[config.mk]
export PLATFORM = sky130hd
export DESIGN_NAME = host_reg_port
export DESIGN_NICKNAME = d
export VERILOG_FILES = /design/src/rtl/hp_pkg.sv /design/src/rtl/hp_sync.sv /design/src/rtl/hp_fifo.sv /design/src/rtl/hp_side.sv /design/src/rtl/host_reg_port.sv
export SDC_FILE = /design/constraint.sdc
export NUM_CORES = 1
export LEC_CHECK = 0
export ABC_AREA = 1
export BUFFER_PORTS_ARGS = -buffer_cell sky130_fd_sc_hd__buf_2
export CAP_MARGIN = 15
export CORE_ASPECT_RATIO = 1.4
export CORE_MARGIN = 3
export CORE_UTILIZATION = 56
export CTS_CLUSTER_DIAMETER = 120
export DETAILED_ROUTE_END_ITERATION = 6
export PLACE_DENSITY = 0.76
export SETUP_SLACK_MARGIN = 0.15
export SLEW_MARGIN = 10
export SYNTH_ARGS = -nofsm -noshare
export SYNTH_HDL_FRONTEND = slang
export SYNTH_HIERARCHICAL = 1
export SYNTH_SLANG_ARGS = --single-unit
export TNS_END_PERCENT = 5
[constraint.sdc]
create_clock -name clk -period 3.28 [get_ports clk]
set_clock_uncertainty 0.15 [all_clocks]
set_input_delay 0.328 -clock clk [delete_from_list [all_inputs] [get_ports clk]]
set_output_delay 0.328 -clock clk [all_outputs]
set_load 0.03 [all_outputs]
[src/rtl/hp_pkg.sv]
package hp_pkg;
  localparam int NSIDE = 2;

  typedef enum logic [1:0] {
    REG_DATA  = 2'b00,
    REG_STAT  = 2'b01,
    REG_BURST = 2'b10,
    REG_NONE  = 2'b11
  } reg_sel_e;

  function automatic logic side_of(input logic [2:0] a);
    return a[2];
  endfunction

  function automatic reg_sel_e reg_of(input logic [2:0] a);
    return reg_sel_e'(a[1:0]);
  endfunction

  function automatic logic [7:0] status_byte(input logic have_rsp,
                                              input logic cmd_full,
                                              input logic [1:0] ext);
    return {~have_rsp, cmd_full, ext, 4'b0000};
  endfunction
endpackage

[src/rtl/hp_sync.sv]
module hp_sync #(
  parameter int W = 1,
  parameter logic [W-1:0] RST_VAL = '0
) (
  input  logic         clk,
  input  logic         rst_n,
  input  logic [W-1:0] d,
  output logic [W-1:0] q
);
  logic [W-1:0] s1;

  always_ff @(posedge clk or negedge rst_n) begin
    if (!rst_n) begin
      s1 <= RST_VAL;
      q  <= RST_VAL;
    end else begin
      s1 <= d;
      q  <= s1;
    end
  end
endmodule

[src/rtl/hp_fifo.sv]
module hp_fifo #(
  parameter int W     = 16,
  parameter int DEPTH = 4
) (
  input  logic         clk,
  input  logic         rst_n,
  input  logic         push,
  input  logic [W-1:0] din,
  input  logic         pop,
  output logic [W-1:0] dout,
  output logic         full,
  output logic         empty
);
  localparam int AW = $clog2(DEPTH);

  logic [W-1:0] mem [DEPTH];
  logic [AW:0]  wptr, rptr;
  logic         do_push, do_pop;

  assign full    = (wptr[AW] != rptr[AW]) && (wptr[AW-1:0] == rptr[AW-1:0]);
  assign empty   = (wptr == rptr);
  assign do_push = push && !full;
  assign do_pop  = pop && !empty;
  assign dout    = mem[rptr[AW-1:0]];

  always_ff @(posedge clk or negedge rst_n) begin
    if (!rst_n) begin
      wptr <= '0;
      rptr <= '0;
    end else begin
      if (do_push) wptr <= wptr + 1'b1;
      if (do_pop)  rptr <= rptr + 1'b1;
    end
  end

  always_ff @(posedge clk) begin
    if (do_push) mem[wptr[AW-1:0]] <= din;
  end

  AST_FULL_NO_PUSH: assert property (@(posedge clk) disable iff (!rst_n)
    (push && full) |=> $stable(wptr));
  AST_EMPTY_NO_POP: assert property (@(posedge clk) disable iff (!rst_n)
    (pop && empty) |=> $stable(rptr));
endmodule

[src/rtl/hp_side.sv]
module hp_side import hp_pkg::*; #(
  parameter int DEPTH = 4
) (
  input  logic        clk,
  input  logic        rst_n,
  input  logic        h_wr_byte,
  input  logic        h_wr_ctrl,
  input  logic        h_wr_burst,
  input  logic        h_rd_byte,
  input  logic        h_rd_burst,
  input  logic [15:0] h_wdata,
  output logic [7:0]  h_rsp_byte,
  output logic [7:0]  h_status,
  output logic [15:0] h_burst_head,
  output logic        h_wfull,
  output logic        h_rempty,
  output logic        cmd_valid,
  output logic [7:0]  cmd_data,
  output logic        cmd_ctrl,
  input  logic        cmd_pop,
  input  logic        rsp_push,
  input  logic [7:0]  rsp_data,
  output logic        rsp_full,
  input  logic [1:0]  ext_flags,
  output logic        bw_valid,
  output logic [15:0] bw_data,
  input  logic        bw_pop,
  input  logic        br_push,
  input  logic [15:0] br_data,
  output logic        br_full
);
  logic        rsp_have;
  logic        bw_empty;
  logic [15:0] br_head;
  logic        host_byte_wr;

  assign host_byte_wr = h_wr_byte || h_wr_ctrl;

  always_ff @(posedge clk or negedge rst_n) begin
    if (!rst_n) begin
      cmd_valid <= 1'b0;
      cmd_data  <= '0;
      cmd_ctrl  <= 1'b0;
    end else if (host_byte_wr && !cmd_valid) begin
      cmd_valid <= 1'b1;
      cmd_data  <= h_wdata[7:0];
      cmd_ctrl  <= h_wr_ctrl;
    end else if (cmd_pop) begin
      cmd_valid <= 1'b0;
    end
  end

  always_ff @(posedge clk or negedge rst_n) begin
    if (!rst_n) begin
      rsp_have   <= 1'b0;
      h_rsp_byte <= '0;
    end else if (rsp_push && !rsp_have) begin
      rsp_have   <= 1'b1;
      h_rsp_byte <= rsp_data;
    end else if (h_rd_byte) begin
      rsp_have   <= 1'b0;
    end
  end

  assign rsp_full     = rsp_have;
  assign h_status     = status_byte(rsp_have, cmd_valid, ext_flags);
  assign bw_valid     = !bw_empty;
  assign h_burst_head = h_rempty ? 16'h0000 : br_head;

  hp_fifo #(.W(16), .DEPTH(DEPTH)) u_wr_fifo (
    .clk(clk), .rst_n(rst_n),
    .push(h_wr_burst), .din(h_wdata),
    .pop(bw_pop), .dout(bw_data),
    .full(h_wfull), .empty(bw_empty)
  );

  hp_fifo #(.W(16), .DEPTH(DEPTH)) u_rd_fifo (
    .clk(clk), .rst_n(rst_n),
    .push(br_push), .din(br_data),
    .pop(h_rd_burst), .dout(br_head),
    .full(br_full), .empty(h_rempty)
  );

  AST_CMD_HOLD: assert property (@(posedge clk) disable iff (!rst_n)
    (cmd_valid && !cmd_pop) |=> (cmd_valid && $stable(cmd_data) && $stable(cmd_ctrl)));
endmodule

[src/rtl/host_reg_port.sv]
module host_reg_port import hp_pkg::*; #(
  parameter int BURST_DEPTH = 4,
  parameter int WAIT_LIMIT  = 128
) (
  input  logic                   clk,
  input  logic                   rst_n,
  input  logic                   hcs_n,
  input  logic                   hrd_n,
  input  logic                   hwr_n,
  input  logic [2:0]             haddr,
  input  logic [15:0]            hdata_in,
  output logic [15:0]            hdata_out,
  output logic                   hdata_oe,
  output logic                   hready_n,
  output logic                   hio16_n,
  output logic [NSIDE-1:0]       cmd_valid,
  output logic [NSIDE-1:0][7:0]  cmd_data,
  output logic [NSIDE-1:0]       cmd_ctrl,
  input  logic [NSIDE-1:0]       cmd_pop,
  input  logic [NSIDE-1:0]       rsp_push,
  input  logic [NSIDE-1:0][7:0]  rsp_data,
  output logic [NSIDE-1:0]       rsp_full,
  input  logic [NSIDE-1:0][1:0]  ext_flags,
  output logic [NSIDE-1:0]       bw_valid,
  output logic [NSIDE-1:0][15:0] bw_data,
  input  logic [NSIDE-1:0]       bw_pop,
  input  logic [NSIDE-1:0]       br_push,
  input  logic [NSIDE-1:0][15:0] br_data,
  output logic [NSIDE-1:0]       br_full
);
  localparam int CW = $clog2(WAIT_LIMIT + 1);

  // synchronised strobes: [2]=cs, [1]=rd, [0]=wr (all active low)
  logic [2:0]  strb_s, strb_p, addr_s;
  logic [15:0] wdata_q;
  logic        cs_act, rd_low, wr_low, rd_end, wr_end;
  logic        side_s, side_r;
  reg_sel_e    reg_s, reg_r;

  hp_sync #(.W(3), .RST_VAL(3'b111)) u_strobe_sync (
    .clk(clk), .rst_n(rst_n), .d({hcs_n, hrd_n, hwr_n}), .q(strb_s));
  hp_sync #(.W(3), .RST_VAL(3'b000)) u_addr_sync (
    .clk(clk), .rst_n(rst_n), .d(haddr), .q(addr_s));

  always_ff @(posedge clk or negedge rst_n) begin
    if (!rst_n) begin
      strb_p  <= 3'b111;
      wdata_q <= '0;
    end else begin
      strb_p <= strb_s;
      if (!strb_s[0]) wdata_q <= hdata_in;
    end
  end

  assign cs_act = !strb_s[2];
  assign rd_low = !strb_s[1];
  assign wr_low = !strb_s[0];
  assign rd_end = !strb_p[1] && strb_s[1] && !strb_p[2];
  assign wr_end = !strb_p[0] && strb_s[0] && !strb_p[2];
  assign side_s = side_of(addr_s);
  assign reg_s  = reg_of(addr_s);
  assign side_r = side_of(haddr);
  assign reg_r  = reg_of(haddr);

  logic [NSIDE-1:0][7:0]  rsp_b, stat_b;
  logic [NSIDE-1:0][15:0] head_w;
  logic [NSIDE-1:0]       wfull, rempty;

  for (genvar g = 0; g < NSIDE; g++) begin : g_side
    logic sel;
    assign sel = (side_s == 1'(g));
    hp_side #(.DEPTH(BURST_DEPTH)) u_side (
      .clk(clk), .rst_n(rst_n),
      .h_wr_byte (wr_end && sel && reg_s == REG_DATA),
      .h_wr_ctrl (wr_end && sel && reg_s == REG_STAT),
      .h_wr_burst(wr_end && sel && reg_s == REG_BURST),
      .h_rd_byte (rd_end && sel && reg_s == REG_DATA),
      .h_rd_burst(rd_end && sel && reg_s == REG_BURST),
      .h_wdata(wdata_q),
      .h_rsp_byte(rsp_b[g]), .h_status(stat_b[g]), .h_burst_head(head_w[g]),
      .h_wfull(wfull[g]), .h_rempty(rempty[g]),
      .cmd_valid(cmd_valid[g]), .cmd_data(cmd_data[g]), .cmd_ctrl(cmd_ctrl[g]),
      .cmd_pop(cmd_pop[g]),
      .rsp_push(rsp_push[g]), .rsp_data(rsp_data[g]), .rsp_full(rsp_full[g]),
      .ext_flags(ext_flags[g]),
      .bw_valid(bw_valid[g]), .bw_data(bw_data[g]), .bw_pop(bw_pop[g]),
      .br_push(br_push[g]), .br_data(br_data[g]), .br_full(br_full[g])
    );
  end

  always_comb begin
    case (reg_r)
      REG_DATA:  hdata_out = {8'h00, rsp_b[side_r]};
      REG_STAT:  hdata_out = {8'h00, stat_b[side_r]};
      REG_BURST: hdata_out = head_w[side_r];
      default:   hdata_out = 16'h0000;
    endcase
  end

  assign hdata_oe = !hcs_n && !hrd_n;
  assign hio16_n  = !(!hcs_n && reg_r == REG_BURST);

  // wait handshake with bounded hold time
  logic          stall, expired;
  logic [CW-1:0] wait_cnt;

  assign stall = cs_act && (reg_s == REG_BURST) &&
                 ((wr_low && wfull[side_s]) || (rd_low && rempty[side_s]));

  always_ff @(posedge clk or negedge rst_n) begin
    if (!rst_n) begin
      wait_cnt <= '0;
      expired  <= 1'b0;
    end else if (!stall) begin
      wait_cnt <= '0;
      expired  <= 1'b0;
    end else if (!expired) begin
      if (wait_cnt == CW'(WAIT_LIMIT - 1)) expired  <= 1'b1;
      else                                 wait_cnt <= wait_cnt + 1'b1;
    end
  end

  assign hready_n = !(stall && !expired);

  // independent run-length counter for the wait bound
  logic [CW:0] chk_low;
  always_ff @(posedge clk or negedge rst_n) begin
    if (!rst_n)         chk_low <= '0;
    else if (!hready_n) chk_low <= chk_low + 1'b1;
    else                chk_low <= '0;
  end

  AST_WAIT_BOUND: assert property (@(posedge clk) disable iff (!rst_n)
    (int'(chk_low) <= WAIT_LIMIT));
  AST_READY_CAUSE: assert property (@(posedge clk) disable iff (!rst_n)
    !hready_n |-> (wfull[side_s] || rempty[side_s]));
endmodule

* Yosys cells after proc, flatten, opt, wreduce, memory -nomap -nowiden *
Memory sizes are Yosys's and may differ from the RTL's.
Index checks and enable logic that the tools add are counted.

word-level totals
  bits in registers = 102
  memory bits (writable) = 256
  input port bits = 84
  logic and storage cells = 172
  memories kept = 4

operators by class
  add/sub/neg operators = 9
  $lt $le $gt $ge = 2
  eq/ne operators = 19
  multiplexer cells = 35
  bitwise gates (word level) = 3
  reductions and logical operators = 74

memories
  name                            depth  bits a word  rd ports  clocked after memory_dff  write ports  RTL line       source
  g_side[0].u_side.u_rd_fifo.mem  4      16           1         0                         1            hp_fifo.sv:16  logic [W-1:0] mem [DEPTH];
  g_side[0].u_side.u_wr_fifo.mem  4      16           1         0                         1            hp_fifo.sv:16
  g_side[1].u_side.u_rd_fifo.mem  4      16           1         0                         1            hp_fifo.sv:16
  g_side[1].u_side.u_wr_fifo.mem  4      16           1         0                         1            hp_fifo.sv:16

operators with widths
  cell                                                 number
  2-to-1 mux 16 bit                                    4
  2-to-1 mux 8 bit                                     7
  case mux 16 bit (3 select lines)                     1
  logical AND 1 bit                                    41
  adder 3 x 1 -> 3 bit, second input constant          8
  zero test 1 bit                                      23
  2-to-1 mux 1 bit                                     23
  equality test 3 bit                                  4
  adder 8 x 1 -> 8 bit, second input constant          1
  equality test 2 bit                                  4
  equality test 8 x 7 -> 1 bit, second input constant  1
  nonzero test 2 bit                                   4
  equality test 2 x 1 -> 1 bit, second input constant  2
  equality test 2 bit, second input constant           2
  zero test 2 bit                                      2
  < comparator 1 x 2 -> 1 bit, second input constant   2
  != test 1 bit                                        4
  != test 2 bit, second input constant                 2
  logical OR 1 bit                                     3
  inverter 1 bit                                       3
  AND reduction 2 bit                                  1

* Longest topological paths before layout *
Gate-level depths: netlist of the first run.

  depth after elaboration = 9
  mapped depth = 14
  mapped depth without buffers = 13

* Hierarchy *
The synthesis of the first run kept the hierarchy.

modules (own cells, without submodules)
  module                                     times used  cells each  area an instance (um2)
  hp_fifo at g_side[1].u_side.u_rd_fifo ...  2           216         2842.7
  hp_fifo at g_side[0].u_side.u_wr_fifo      1           215         2844.0
  hp_fifo at g_side[0].u_side.u_rd_fifo      1           215         2816.5
  host_reg_port                              1           257         1921.8
  hp_side                                    2           125         947.2
  hp_sync at u_strobe_sync                   1           6           157.7
  hp_sync at u_addr_sync                     1           6           150.1

* Least setup slack after synthesis of the first run *
OpenSTA, ideal clock, no wires.

  kind = register to register
  from = reg u_strobe_sync.q[0]
  to = mem g_side[0].u_side.u_wr_fifo.mem[0][0], enable pin
  setup time = 0.389 ns
  arrival = 2.114 ns
  slack = 0.627 ns
  cell stages (with the launch flop) = 7
  clock period less this slack = 2.653 ns
  cells stage by stage = dfstp_2 -> buf_2 -> buf_4 -> nand4_1 -> nor2_1 -> nand2_4 -> nor2_1

on the way
  word-level cells in the longest chain between the ends = 7

ends and longest elaborated chain
  item                                    RTL line             source
  start, declared                         hp_sync.sv:8         output logic [W-1:0] q
  start signal, assigned                  hp_sync.sv:15        q <= RST_VAL;
  start signal, assigned                  hp_sync.sv:18        q <= s1;
  logical AND 1 bit (2 in series)         host_reg_port.sv:59  assign wr_end = !strb_p[0] && strb_s[0] && !strb_p[2];
  logical AND 1 bit (2 in series)         host_reg_port.sv:76  .h_wr_burst(wr_end && sel && reg_s == REG_BURST),
  logical AND 1 bit                       hp_fifo.sv:22        assign do_push = push && !full;
  2-to-1 mux 1 bit                        hp_fifo.sv:37        if (do_push) mem[wptr[AW-1:0]] <= din;
  2-to-1 mux 1 bit (not written as such)  hp_fifo.sv:37
  end, declared                           hp_fifo.sv:16

No other way between the ends.

* Worst setup path in the final report of the first run *
  from = reg g_side[1].u_side.u_rd_fifo.rptr[0]
  to = out hready_n

on the way
  word-level cells in the longest chain between the ends = 8

ends and longest elaborated chain
  item                                                  RTL line              source
  start, declared                                       hp_fifo.sv:17         logic [AW:0] wptr, rptr;
  start signal, assigned                                hp_fifo.sv:32         if (do_pop) rptr <= rptr + 1'b1;
  equality test 3 bit                                   hp_fifo.sv:21         assign empty = (wptr == rptr);
  via rempty[1]                                         host_reg_port.sv:67   logic [NSIDE-1:0] wfull, rempty;
  2-to-1 mux 1 bit (not written as such) (2 in series)  host_reg_port.sv:108  ((wr_low && wfull[side_s]) || (rd_low && rempty[side_s]));
  logical AND 1 bit                                     host_reg_port.sv:108
  logical OR 1 bit                                      host_reg_port.sv:108
  logical AND 1 bit                                     host_reg_port.sv:107  assign stall = cs_act && (reg_s == REG_BURST) &&
  logical AND 1 bit                                     host_reg_port.sv:123  assign hready_n = !(stall && !expired);
  zero test 1 bit                                       host_reg_port.sv:123
  end, declared                                         host_reg_port.sv:14   output logic hready_n,

The timed path passes the listed nets, and every way through them passes these cells. The select of a mux whose other input is x is not followed.

==> summary.txt, run 1 <==
Critical path
  – Crit-path max FO: 35
  – Critical Path Sink Type: output port
  – Crit path launch type: register
  – Capturing point of the worst reg2reg path: g_side[1].u_side/u_wr_fifo/mem[3][10]
  – Worst Setup EP: hready_n
  – Reg2reg path depth: 6
  – R2R setup slack: 0.62 ns
  – WP data required: 2.80 ns
  – R2r startpoint: u_strobe_sync/q[0]
  – Worst Path Arrival: 2.50 ns
  – Crit path launch: g_side[1].u_side/u_rd_fifo/rptr[0]
  – Crit Path Class: register to output port

Floorplan
  – Total die area: 29700 µm²
  – Core area: 27000 µm²
  – Die width: 146 µm
  – Ports: 161
  – Starting Density: 0.573
  – FP Rows: 71
  – Chip height: 203 µm

Place
  – Dpl hpwl: 22700 µm
  – Gpl congestion: 0.899
  – I/O Buffers: 160
  – Placed inst area: 16500 µm²
  – Placed insts: 1863

Synth
  – Post-synthesis mux area share: 0.0116
  – Synth Flop Type: edfxtp_1
  – XOR/XNOR Fraction of Synth Area: 0.0109
  – Post-synth top area share: 0.497
  – Cells after Synth: 1381
  – Ys async rst share: 0.285
  – Yosys Warn Count: 6
  – Number of synthesized flops with an enable pin: 256
  – Ranking of synthesized cells by area: edfxtp_1 (50%), dfrtp_1 (15%), nor2_1 (5.5%)
  – Area leader, netlist: edfxtp_1
  – Compound-gate portion of the synthesized area: 0.0885
  – Post-Synth Simple-Gate Area: 0.151
  – Yosys cell types: 45
  – Syn_area_per_cell: 11.2 µm²
  – Seq/Total Area, Yosys: 0.663
  – Synthesized area: 15500 µm²
  – Largest family of logic cells by synthesized area: simple AND/OR/NAND/NOR gates
  – Seq cells post-synth: 358
  – Synthesized-area fraction occupied by adder cells: 0.0170

Power
  – Comb power frac: 0.332
  – Power Density: 806 nW/µm²
  – Switching power: 5.57 mW
  – Clock share of power: 0.265
  – Pint: 9.43 mW
  – Sw frac: 0.371
  – Leak: 7.73 nW
  – Flop pwr share: 0.403
  – Max VDD drop: 0.656 mV

STA
  – Tmin final: 2.98 ns
  – Setup TNS: 0 ns
  – Final setup viols: 0
  – Fmax: 0.336 GHz
  – RSZ-0062 raised after global routing: true
  – Fin. Hold Viols: 0
  – Fin crit share: 0.908
  – Slew margin rel.: 0.498
  – Pins Over Slew Limit: 0
  – Worst slew pin tran: 0.752 ns

Drt
  – ANT nets after route: 0
  – Vias post-DR: 11100
  – Wire length per cell: 18.7 µm
  – Detailed Route Iter0 Violations: 794
  – Via density: 5.48
  – Final wirelength: 37800 µm
  – Drt pass-1 iters: 7
  – DRC viols: 1

Run status
  – Failing checks: design-rule violations
  – Status: finished, violations left

Clock tree
  – Root buffer cell: clkbuf_16
  – Worst skew pair latency: 0.51 ns
  – Clock Path Buffers: 3
  – CTS tree: yes
  – TritonCTS Sinks: 358
  – Clk slew on worst S/H paths: 0.06 ns
  – H-Tree Depth: 2
  – Cts bufs inserted: 35

Cells and area
  – Post-route cell area: 18600 µm²
  – Share of post-route cells with drive strength above 1: 0.195
  – Final cell count without fillers: 2024
  – Final net count: 1737
  – Area Overhead vs Synth: 20.3%

Global routing
  – Vias in the first global route: 11000
  – First-pass GRT wire length: 58400 µm
  – Largest net degree at the start of global routing: 65
  – Congestion Overflow GR: 0
  – Initial antenna violation count: 0
  – GRT Total Usage: 0.249

Hold path
  – Min-Delay Path Class: input pin to register

Job
  – Max Cap Viol: 0
## cells in the final DEF, fill, tap and decap left out, types with 6 or more instances in the layout
master	instances
a21oi_1	9
buf_2	159
buf_4	31
clkbuf_1	13
clkbuf_16	37
conb_1	8
dfrtp_1	89
dfstp_2	9
dlygate4sd3_1	88
edfxtp_1	256
ha_1	21
inv_1	100
inv_2	6
mux2_2	16
nand2_1	207
nand2_2	13
nand2_4	6
nand3_1	64
nand3_2	6
nor2_1	227
o211ai_1	8
o21ai_0	141
o21ai_1	15
o22ai_1	64
xor2_1	7
## flip-flops by register name (all words and copies together) (netlist names), 8 cells and up
signal,flops
g_side.u_side/u_wr_fifo/mem,128
wdata_q,16
g_side.u_side/h_rsp_byte,16
g_side.u_side/cmd_data,16
g_side.u_side/u_rd_fifo/mem,128
wait_cnt,8
## worst max-delay path, cell delays in order (launching register included)
cell and delay [ns]:
dfrtp_2 0.43, buf_12 0.20, nand2_1 0.08, nand2_2 0.11, nand3_2 0.14, inv_1 0.10, buf_6 0.16, inv_1 0.06
nand2_1 0.07, nand3_2 0.14, a21boi_4 0.22, nand2_1 0.10, buf_2 0.19
## routing by layer
metal,global-route usage,share of wire,wire length [µm]
met3,0.0418,0.068,2590
met2,0.461,0.53,20200
met5,0,0,0
met1,0.290,0.36,13700
met4,0.0948,0.036,1360
## what timing repair did
| action | CTS | global route |
|---|---|---|
| cloned | 2 | 0 |
| hold buffers | 88 | 0 |
| hold endpoints to repair | 217 | 0 |
| endpoints found under the setup margin | 10 | 7 |
| gates resized for setup | 9 | 3 |
| setup buffers | 0 | 7 |
## Yosys cell counts (3+ instances only)
master,instances
nand2_1,207
edfxtp_1,256
nor3_1,4
nand2_2,13
nand4_1,4
nand3_1,64
clkbuf_1,9
o21ai_1,15
inv_2,3
nor2_1,227
nand3_4,3
nand3_2,6
clkbuf_2,8
ha_1,21
o22ai_1,64
o211ai_1,8
buf_6,9
o21ai_0,141
o21a_1,4
a21oi_1,9
xnor2_4,3
dfrtp_1,93
inv_1,102
buf_2,33
xor2_1,7
nand2_4,6
buf_4,15
mux2_2,16
dfstp_2,9
## power by group through the flow
| stage | registers (mW) | clock network (mW) | logic, mW |
|---|---|---|---|
| after global routing | 6.10 | 4.22 | 5.44 |
| after floorplan | 6.01 | 0 | 3.49 |
| final | 6.04 | 3.98 | 4.98 |
| after CTS | 6.04 | 4.03 | 4.85 |
| after detailed placement | 6.10 | 0 | 4.71 |
| after global placement | 6.09 | 0 | 4.62 |
## area by class of cell
cell class,instances,area (µm²)
repair inverters,2,7.51
diodes,1,2.50
flip-flops and latches,358,10300
fillers,1858,8390
well taps,365,457
clock inverters,12,148
clock buffers,51,988
multi-input cells,843,4350
repair buffers,281,1960
inverters,111,448
## worst min path at each step
stage | end | from | cells past startpoint
floorplan | expired | rst_n | 0
global placement | u_addr_sync/q[1] | u_addr_sync/s1[1] | 0
detailed placement | u_addr_sync/q[1] | u_addr_sync/s1[1] | 0
CTS | g_side[1].u_side/h_rsp_byte[3] | rsp_push[1] | 3
global route | g_side[1].u_side/h_rsp_byte[6] | rsp_push[1] | 3
finish | g_side[0].u_side/h_rsp_byte[5] | rsp_push[0] | 3
## kinds of logic (layout without fill, tap and decap cells)
group                    count (synthesis)  after routing
buffers and inverters                  186            457
flip-flops                             358            358
XOR/XNOR                                12             12
other                                    2              9
AND/OR/NAND/NOR                        541            541
AO/OA/AOI/OAI                          245            245
adder cells (fa/ha/maj)                 21             21
multiplexers                            16             16
## stage by stage
stage / utilization / hold slack (ns) / setup slack (ns) / power (mW)
5_1_grt: 0.689 / 0.0287 / 0.100 / 15.8
3_3_place_gp: 0.611 / 0.182 / 0.598 / 10.7
2_1_floorplan: - / -0.118 / 0.627 / 9.50
3_5_place_dp: 0.611 / 0.191 / 0.587 / 10.8
6_report: 0.689 / 0.0247 / 0.301 / 15.0
4_1_cts: 0.687 / 0.000197 / 0.164 / 14.9
Power figures use the tool's default switching activity.
==> inputs of run 2 (changes only) <==
--- a/config.mk
+++ b/config.mk
@@ -8,12 +8,14 @@
 export ABC_AREA = 1
 export BUFFER_PORTS_ARGS = -buffer_cell sky130_fd_sc_hd__buf_2
 export CAP_MARGIN = 15
+export CELL_PAD_IN_SITES_DETAIL_PLACEMENT = 0
+export CELL_PAD_IN_SITES_GLOBAL_PLACEMENT = 1
 export CORE_ASPECT_RATIO = 1.4
 export CORE_MARGIN = 3
-export CORE_UTILIZATION = 56
+export CORE_UTILIZATION = 47
 export CTS_CLUSTER_DIAMETER = 120
 export DETAILED_ROUTE_END_ITERATION = 6
-export PLACE_DENSITY = 0.76
+export PLACE_DENSITY_LB_ADDON = 0.1
 export SETUP_SLACK_MARGIN = 0.15
 export SLEW_MARGIN = 10
 export SYNTH_ARGS = -nofsm -noshare
==> constraint.sdc (replaced) <==
create_clock -name clk -period 3.1 [get_ports clk]
set_clock_uncertainty 0.15 [all_clocks]
set_input_delay 0.31 -clock clk [delete_from_list [all_inputs] [get_ports clk]]
set_output_delay 0.31 -clock clk [all_outputs]
set_load 0.03 [all_outputs]
==> summary.txt, run 2 (synthesis results as in run 1) <==
Run status
  – Status: finished clean

STA
  – Final setup viols: 0
  – Fmax: 0.354 GHz
  – Tmin final: 2.82 ns
  – Fin. Hold Viols: 0
  – Fin crit share: 0.910
  – RSZ-0062 raised after global routing: true
  – Setup TNS: 0 ns
  – Worst slew pin tran: 0.840 ns
  – Slew margin rel.: 0.439
  – Pins Over Slew Limit: 0

Global routing
  – Largest net degree at the start of global routing: 42
  – Initial antenna violation count: 1
  – Vias in the first global route: 10600
  – GRT Total Usage: 0.214
  – Congestion Overflow GR: 0
  – First-pass GRT wire length: 58400 µm

Power
  – Max VDD drop: 0.515 mV
  – Comb power frac: 0.334
  – Switching power: 5.85 mW
  – Sw frac: 0.369
  – Flop pwr share: 0.397
  – Total design power: 15.9 mW
  – Leak: 7.77 nW
  – Clock share of power: 0.268
  – Pint: 10.0 mW
  – Power Density: 845 nW/µm²

Floorplan
  – Die width: 159 µm
  – FP Rows: 78
  – Total die area: 35200 µm²
  – Core area: 32400 µm²
  – Starting Density: 0.477
  – Chip height: 221 µm
  – Ports: 161

Drt
  – Detailed Route Iter0 Violations: 663
  – Via density: 5.07
  – ANT nets after route: 0
  – Vias post-DR: 10700
  – Final wirelength: 37700 µm
  – Wire length per cell: 17.9 µm
  – DRC viols: 0
  – Drt pass-1 iters: 7

Critical path
  – WP data required: 2.64 ns
  – Crit Path Class: register to output port
  – Critical path's largest stage delay: 0.44 ns
  – Top delay family on crit path: buffers and inverters
  – Critical-path cell list: buf_4 -> clkinv_4 -> o21ai_0 -> o22ai_1 -> inv_1 -> nor2_1 -> o21ai_0 -> o211ai_1 -> buf_2
  – Worst Path Arrival: 2.36 ns
  – CP bufs+invs: 4
  – Crit-path max FO: 19
  – Critical Path Sink Type: output port
  – Slowest CP cell: dfrtp_1
  – Crit path launch type: register
  – Worst path most repeated cell: o21ai_0

Job
  – Max Cap Viol: 0

Cells and area
  – Area Overhead vs Synth: 21.5%
  – Most common cell after layout, fill and taps aside: edfxtp_1
  – Filler instances: 2848
  – Footprint of the multi-input gates: 4360 µm²
  – Commonest cells after routing, fill and taps aside: edfxtp_1 (256), nor2_1 (227), nand2_1 (207), buf_2 (158), o21ai_0 (141)
  – Core Util, Final: 0.580
  – Share of post-route cells with drive strength above 1: 0.198
  – Final net count: 1746
  – Seq. cell area: 10300 µm²
  – Antenna cell count: 0

Place
  – Dpl hpwl: 24800 µm
  – I/O Buffers: 160
  – Gpl congestion: 0.829

Clock tree
  – Cts bufs inserted: 36
  – Clk slew on worst S/H paths: 0.06 ns
  – Clock Path Buffers: 3
  – TritonCTS Sinks: 358
  – Worst skew pair latency: 0.53 ns
  – Root buffer cell: clkbuf_16
  – H-Tree Depth: 2
  – CTS tree: yes

Hold path
  – Min-Delay Path Class: input pin to register
[run 2: cell count changes in the layout (fill, tap and decap cells not counted), moves of 2 or more]
cell	previous run	this run
buf_12	2	0
buf_4	31	35
buf_6	1	5
clkinv_1	2	0
clkinv_2	2	4
clkinvlp_4	4	2
dfrtp_1	89	92
dfrtp_2	4	1
dlygate4sd3_1	88	92
[run 2: path summary, 6_finish.rpt]
kind | from | endpoint | slack (ns) | depth (start not counted)
min in group asynchronous | rst_n | g_side[1].u_side/u_rd_fifo/wptr[2] | 0.17 | 2
min reg2reg | u_strobe_sync/s1[0] | u_strobe_sync/q[0] | 0.21 | 0
min | haddr[2] | u_addr_sync/s1[2] | 0.07 | 2
max in group asynchronous | rst_n | u_strobe_sync/q[0] | 1.85 | 3
max | g_side[1].u_side/u_rd_fifo/rptr[1] | hdata_out[2] | 0.28 | 9
max reg2reg | u_strobe_sync/q[0] | g_side[0].u_side/u_wr_fifo/mem[3][13] | 0.78 | 6
[run 2: metal layers]
metal | share of wire | wire (µm) | GRT usage | vias up
met5 | 0 | 0 | 0 | -
met4 | 0.030 | 1110 | 0.0739 | 0
met3 | 0.039 | 1460 | 0.0287 | 65
met2 | 0.53 | 19800 | 0.397 | 254
met1 | 0.41 | 15300 | 0.257 | 5155
li1 | - | - | - | 5223
[run 2: layout make-up]
class                      instances  share of cell area
clock buffer                      51              0.0526
clock inverter                    14             0.00878
inverter                         111              0.0235
multi-input combinational        843               0.232
sequential                       358               0.545
tap                              440              0.0293
timing repair buffer             291               0.109
[run 2: repair_timing]
action                                  4_1_cts  5_1_grt
endpoints found under the setup margin        6       15
cloned                                        0        0
gates resized for setup                       1       13
hold buffers                                 92        0
pin swaps                                     0        0
setup buffers                                 0        1
hold endpoints to repair                    216        0
[run 2: through the flow]
stage               area [µm²]  hold slack [ns]  cells  worst slack [ns]
finish                   18800           0.0681   2108             0.278
global route             18800           0.0643   2108            0.0981
CTS                      18800           0.0389   2107             0.163
detailed placement       16700            0.188   1950             0.654
global placement         16700            0.183   1950             0.666
floorplan                15500           -0.136   1387             0.447
[run 2: power by group through the flow]
stage	Combinational, mW	Clock, mW	Sequential (mW)
finish	5.31	4.26	6.31
global route	5.89	4.56	6.39
CTS	5.30	4.37	6.33
detailed placement	5.18	0	6.42
global placement	5.13	0	6.40
floorplan	3.69	0	6.36
==> inputs of run 3 (changes only) <==
--- a/config.mk
+++ b/config.mk
@@ -12,7 +12,8 @@
 export CELL_PAD_IN_SITES_GLOBAL_PLACEMENT = 1
 export CORE_ASPECT_RATIO = 1.4
 export CORE_MARGIN = 3
-export CORE_UTILIZATION = 47
+export CORE_UTILIZATION = 44
+export CTS_BUF_LIST = sky130_fd_sc_hd__clkbuf_4
 export CTS_CLUSTER_DIAMETER = 120
 export DETAILED_ROUTE_END_ITERATION = 6
 export PLACE_DENSITY_LB_ADDON = 0.1
==> constraint.sdc (replaced) <==
create_clock -name clk -period 2.35 [get_ports clk]
set_clock_uncertainty 0.15 [all_clocks]
set_input_delay 0.235 -clock clk [delete_from_list [all_inputs] [get_ports clk]]
set_output_delay 0.235 -clock clk [all_outputs]
set_load 0.03 [all_outputs]
==> summary.txt, run 3 (synthesis results as in run 1) <==
Run status
  – Status: finished, violations left
  – Failing checks: negative setup slack

Drt
  – Vias post-DR: 11400
  – Met2 routed WL: 21200 µm
  – Met3 wire length: 2150 µm
  – Detailed Route Iter0 Violations: 638
  – DRC viols: 0
  – Final wirelength: 39900 µm
  – Met1 wire length: 15400 µm
  – Via density: 4.99
  – Max layer used: met5
  – ANT nets after route: 0
  – Wire length per cell: 17.5 µm
  – Drt pass-1 iters: 5

Place
  – Dpl hpwl: 25400 µm
  – Placed inst area: 16900 µm²
  – Placed insts: 1979
  – I/O Buffers: 160
  – Gpl congestion: 0.813

Power
  – Comb power frac: 0.411
  – Leak: 8.42 nW
  – Clock share of power: 0.219
  – Power Density: 1110 nW/µm²
  – Max VDD drop: 0.829 mV
  – Sw frac: 0.376
  – Flop pwr share: 0.370
  – Pint: 14.1 mW
  – Switching power: 8.48 mW

Critical path
  – WP data required: 1.97 ns
  – Critical path's largest stage delay: 0.48 ns
  – Critical-path cell list: clkinv_4 -> nand2_4 -> nand2_4 -> nand3_4 -> inv_4 -> buf_8 -> nor2_4 -> nor2_1 -> nor2_1 -> o21ai_1 -> o211ai_1 -> buf_4
  – Worst Path Arrival: 2.46 ns
  – Critical Path Sink Type: output port
  – Top delay family on crit path: buffers and inverters
  – Crit-path max FO: 6
  – CP bufs+invs: 4
  – Crit Path Class: register to output port
  – Slowest CP cell: dfrtp_2
  – Crit path launch type: register

STA
  – Worst slew pin tran: 0.514 ns
  – Setup TNS: -8.32 ns
  – Slew margin rel.: 0.657
  – Tmin final: 2.84 ns
  – RSZ-0062 raised after global routing: true
  – Worst Hold Slack: 0.109 ns
  – Fmax: 0.352 GHz
  – Fin. Hold Viols: 0
  – Final WS setup: -0.491 ns
  – Pins Over Slew Limit: 0
  – Final setup viols: 32
  – Fin crit share: 1.21

Cells and area
  – Commonest cells after routing, fill and taps aside: edfxtp_1 (256), nand2_1 (202), nor2_1 (200), clkbuf_4 (125), o21ai_0 (114)
  – Most common cell after layout, fill and taps aside: edfxtp_1
  – Area Overhead vs Synth: 30.9%
  – Filler instances: 2955
  – Final cell count without fillers: 2284
  – Core Util, Final: 0.588
  – Footprint of the multi-input gates: 4640 µm²
  – Seq. cell area: 10300 µm²
  – Share of post-route cells with drive strength above 1: 0.295
  – Post-route cell area: 20200 µm²
  – Final net count: 1864

Clock tree
  – Worst skew pair latency: 0.73 ns
  – Clk slew on worst S/H paths: 0.07 ns
  – H-Tree Depth: 3
  – CTS tree: yes
  – Root buffer cell: clkbuf_4
  – Cts bufs inserted: 84
  – Clock Path Buffers: 3
  – TritonCTS Sinks: 358

Floorplan
  – Core area: 34400 µm²
  – Die width: 164 µm
  – Total die area: 37500 µm²
  – Chip height: 228 µm
  – FP Rows: 80
  – Ports: 161
  – Starting Density: 0.449

Global routing
  – Vias in the first global route: 11200
  – Congestion Overflow GR: 0
  – GRT Total Usage: 0.209
  – First-pass GRT wire length: 60000 µm
  – Largest net degree at the start of global routing: 46
  – Initial antenna violation count: 4

Hold path
  – Min-Delay Path Class: input pin to register

Job
  – Max Cap Viol: 0
run 3: final cells by class:
class	count	share of cell area
flip-flops and latches	358	0.507
multi-input cells	843	0.229
repair buffers	361	0.157
clock buffers	125	0.0464
well taps	451	0.0279
inverters	111	0.0236
clock inverters	32	0.00779
diodes	3	0.000371
run 3: path summary, 6_finish.rpt:
kind | startpoint | to | slack [ns] | depth (start not counted)
worst max-delay path | g_side[0].u_side/u_rd_fifo/rptr[0] | hdata_out[6] | -0.49 | 12
worst min-delay path | br_data[26] | g_side[1].u_side/u_rd_fifo/mem[1][10] | 0.11 | 2
worst max register to register | g_side[0].u_side/rsp_full | g_side[0].u_side/h_rsp_byte[2] | 0.26 | 6
worst min register to register | u_addr_sync/s1[1] | u_addr_sync/q[1] | 0.20 | 0
max in group asynchronous | rst_n | u_strobe_sync/s1[0] | 1.20 | 4
min in group asynchronous | rst_n | strb_p[2] | 0.51 | 3
run 3: stage by stage:
step | setup WS, ns | total power [mW]
after floorplan | -0.0395 | 13.3
after global placement | 0.0154 | 15.5
after detailed placement | 0.0314 | 15.6
after CTS | -0.526 | 21.7
after global routing | -0.656 | 24.0
final | -0.491 | 22.5
run 3: power by group through the flow:
stage          Combinational, mW  Sequential [mW]  Clock (mW)
6_report                    9.26             8.35        4.94
4_1_cts                     8.26             8.35        5.12
2_1_floorplan               4.89             8.39           0
5_1_grt                     10.1             8.44        5.47
3_5_place_dp                7.12             8.44           0
3_3_place_gp                7.07             8.41           0
run 3: layer usage:
layer | global-route usage | vias up
met1 | 0.239 | 5465
met4 | 0.0902 | 2
met5 | 0 | -
met2 | 0.374 | 319
li1 | - | 5537
met3 | 0.0437 | 65
run 3: worst register-to-register path, delay by kind of cell (launching register included):
kind / cells / cell delay, ns
simple gates: 2 / 0.15
flops: 1 / 0.38
buf+inv: 4 / 1.35
run 3: timing repair:
action | CTS | global route
cloned | 1 | 5
pin swaps | 33 | 55
endpoints found under the setup margin | 53 | 53
gates resized for setup | 129 | 116
endpoints found under the hold margin | 370 | 0
buffers inserted | 11 | 18
hold buffers | 110 | 0
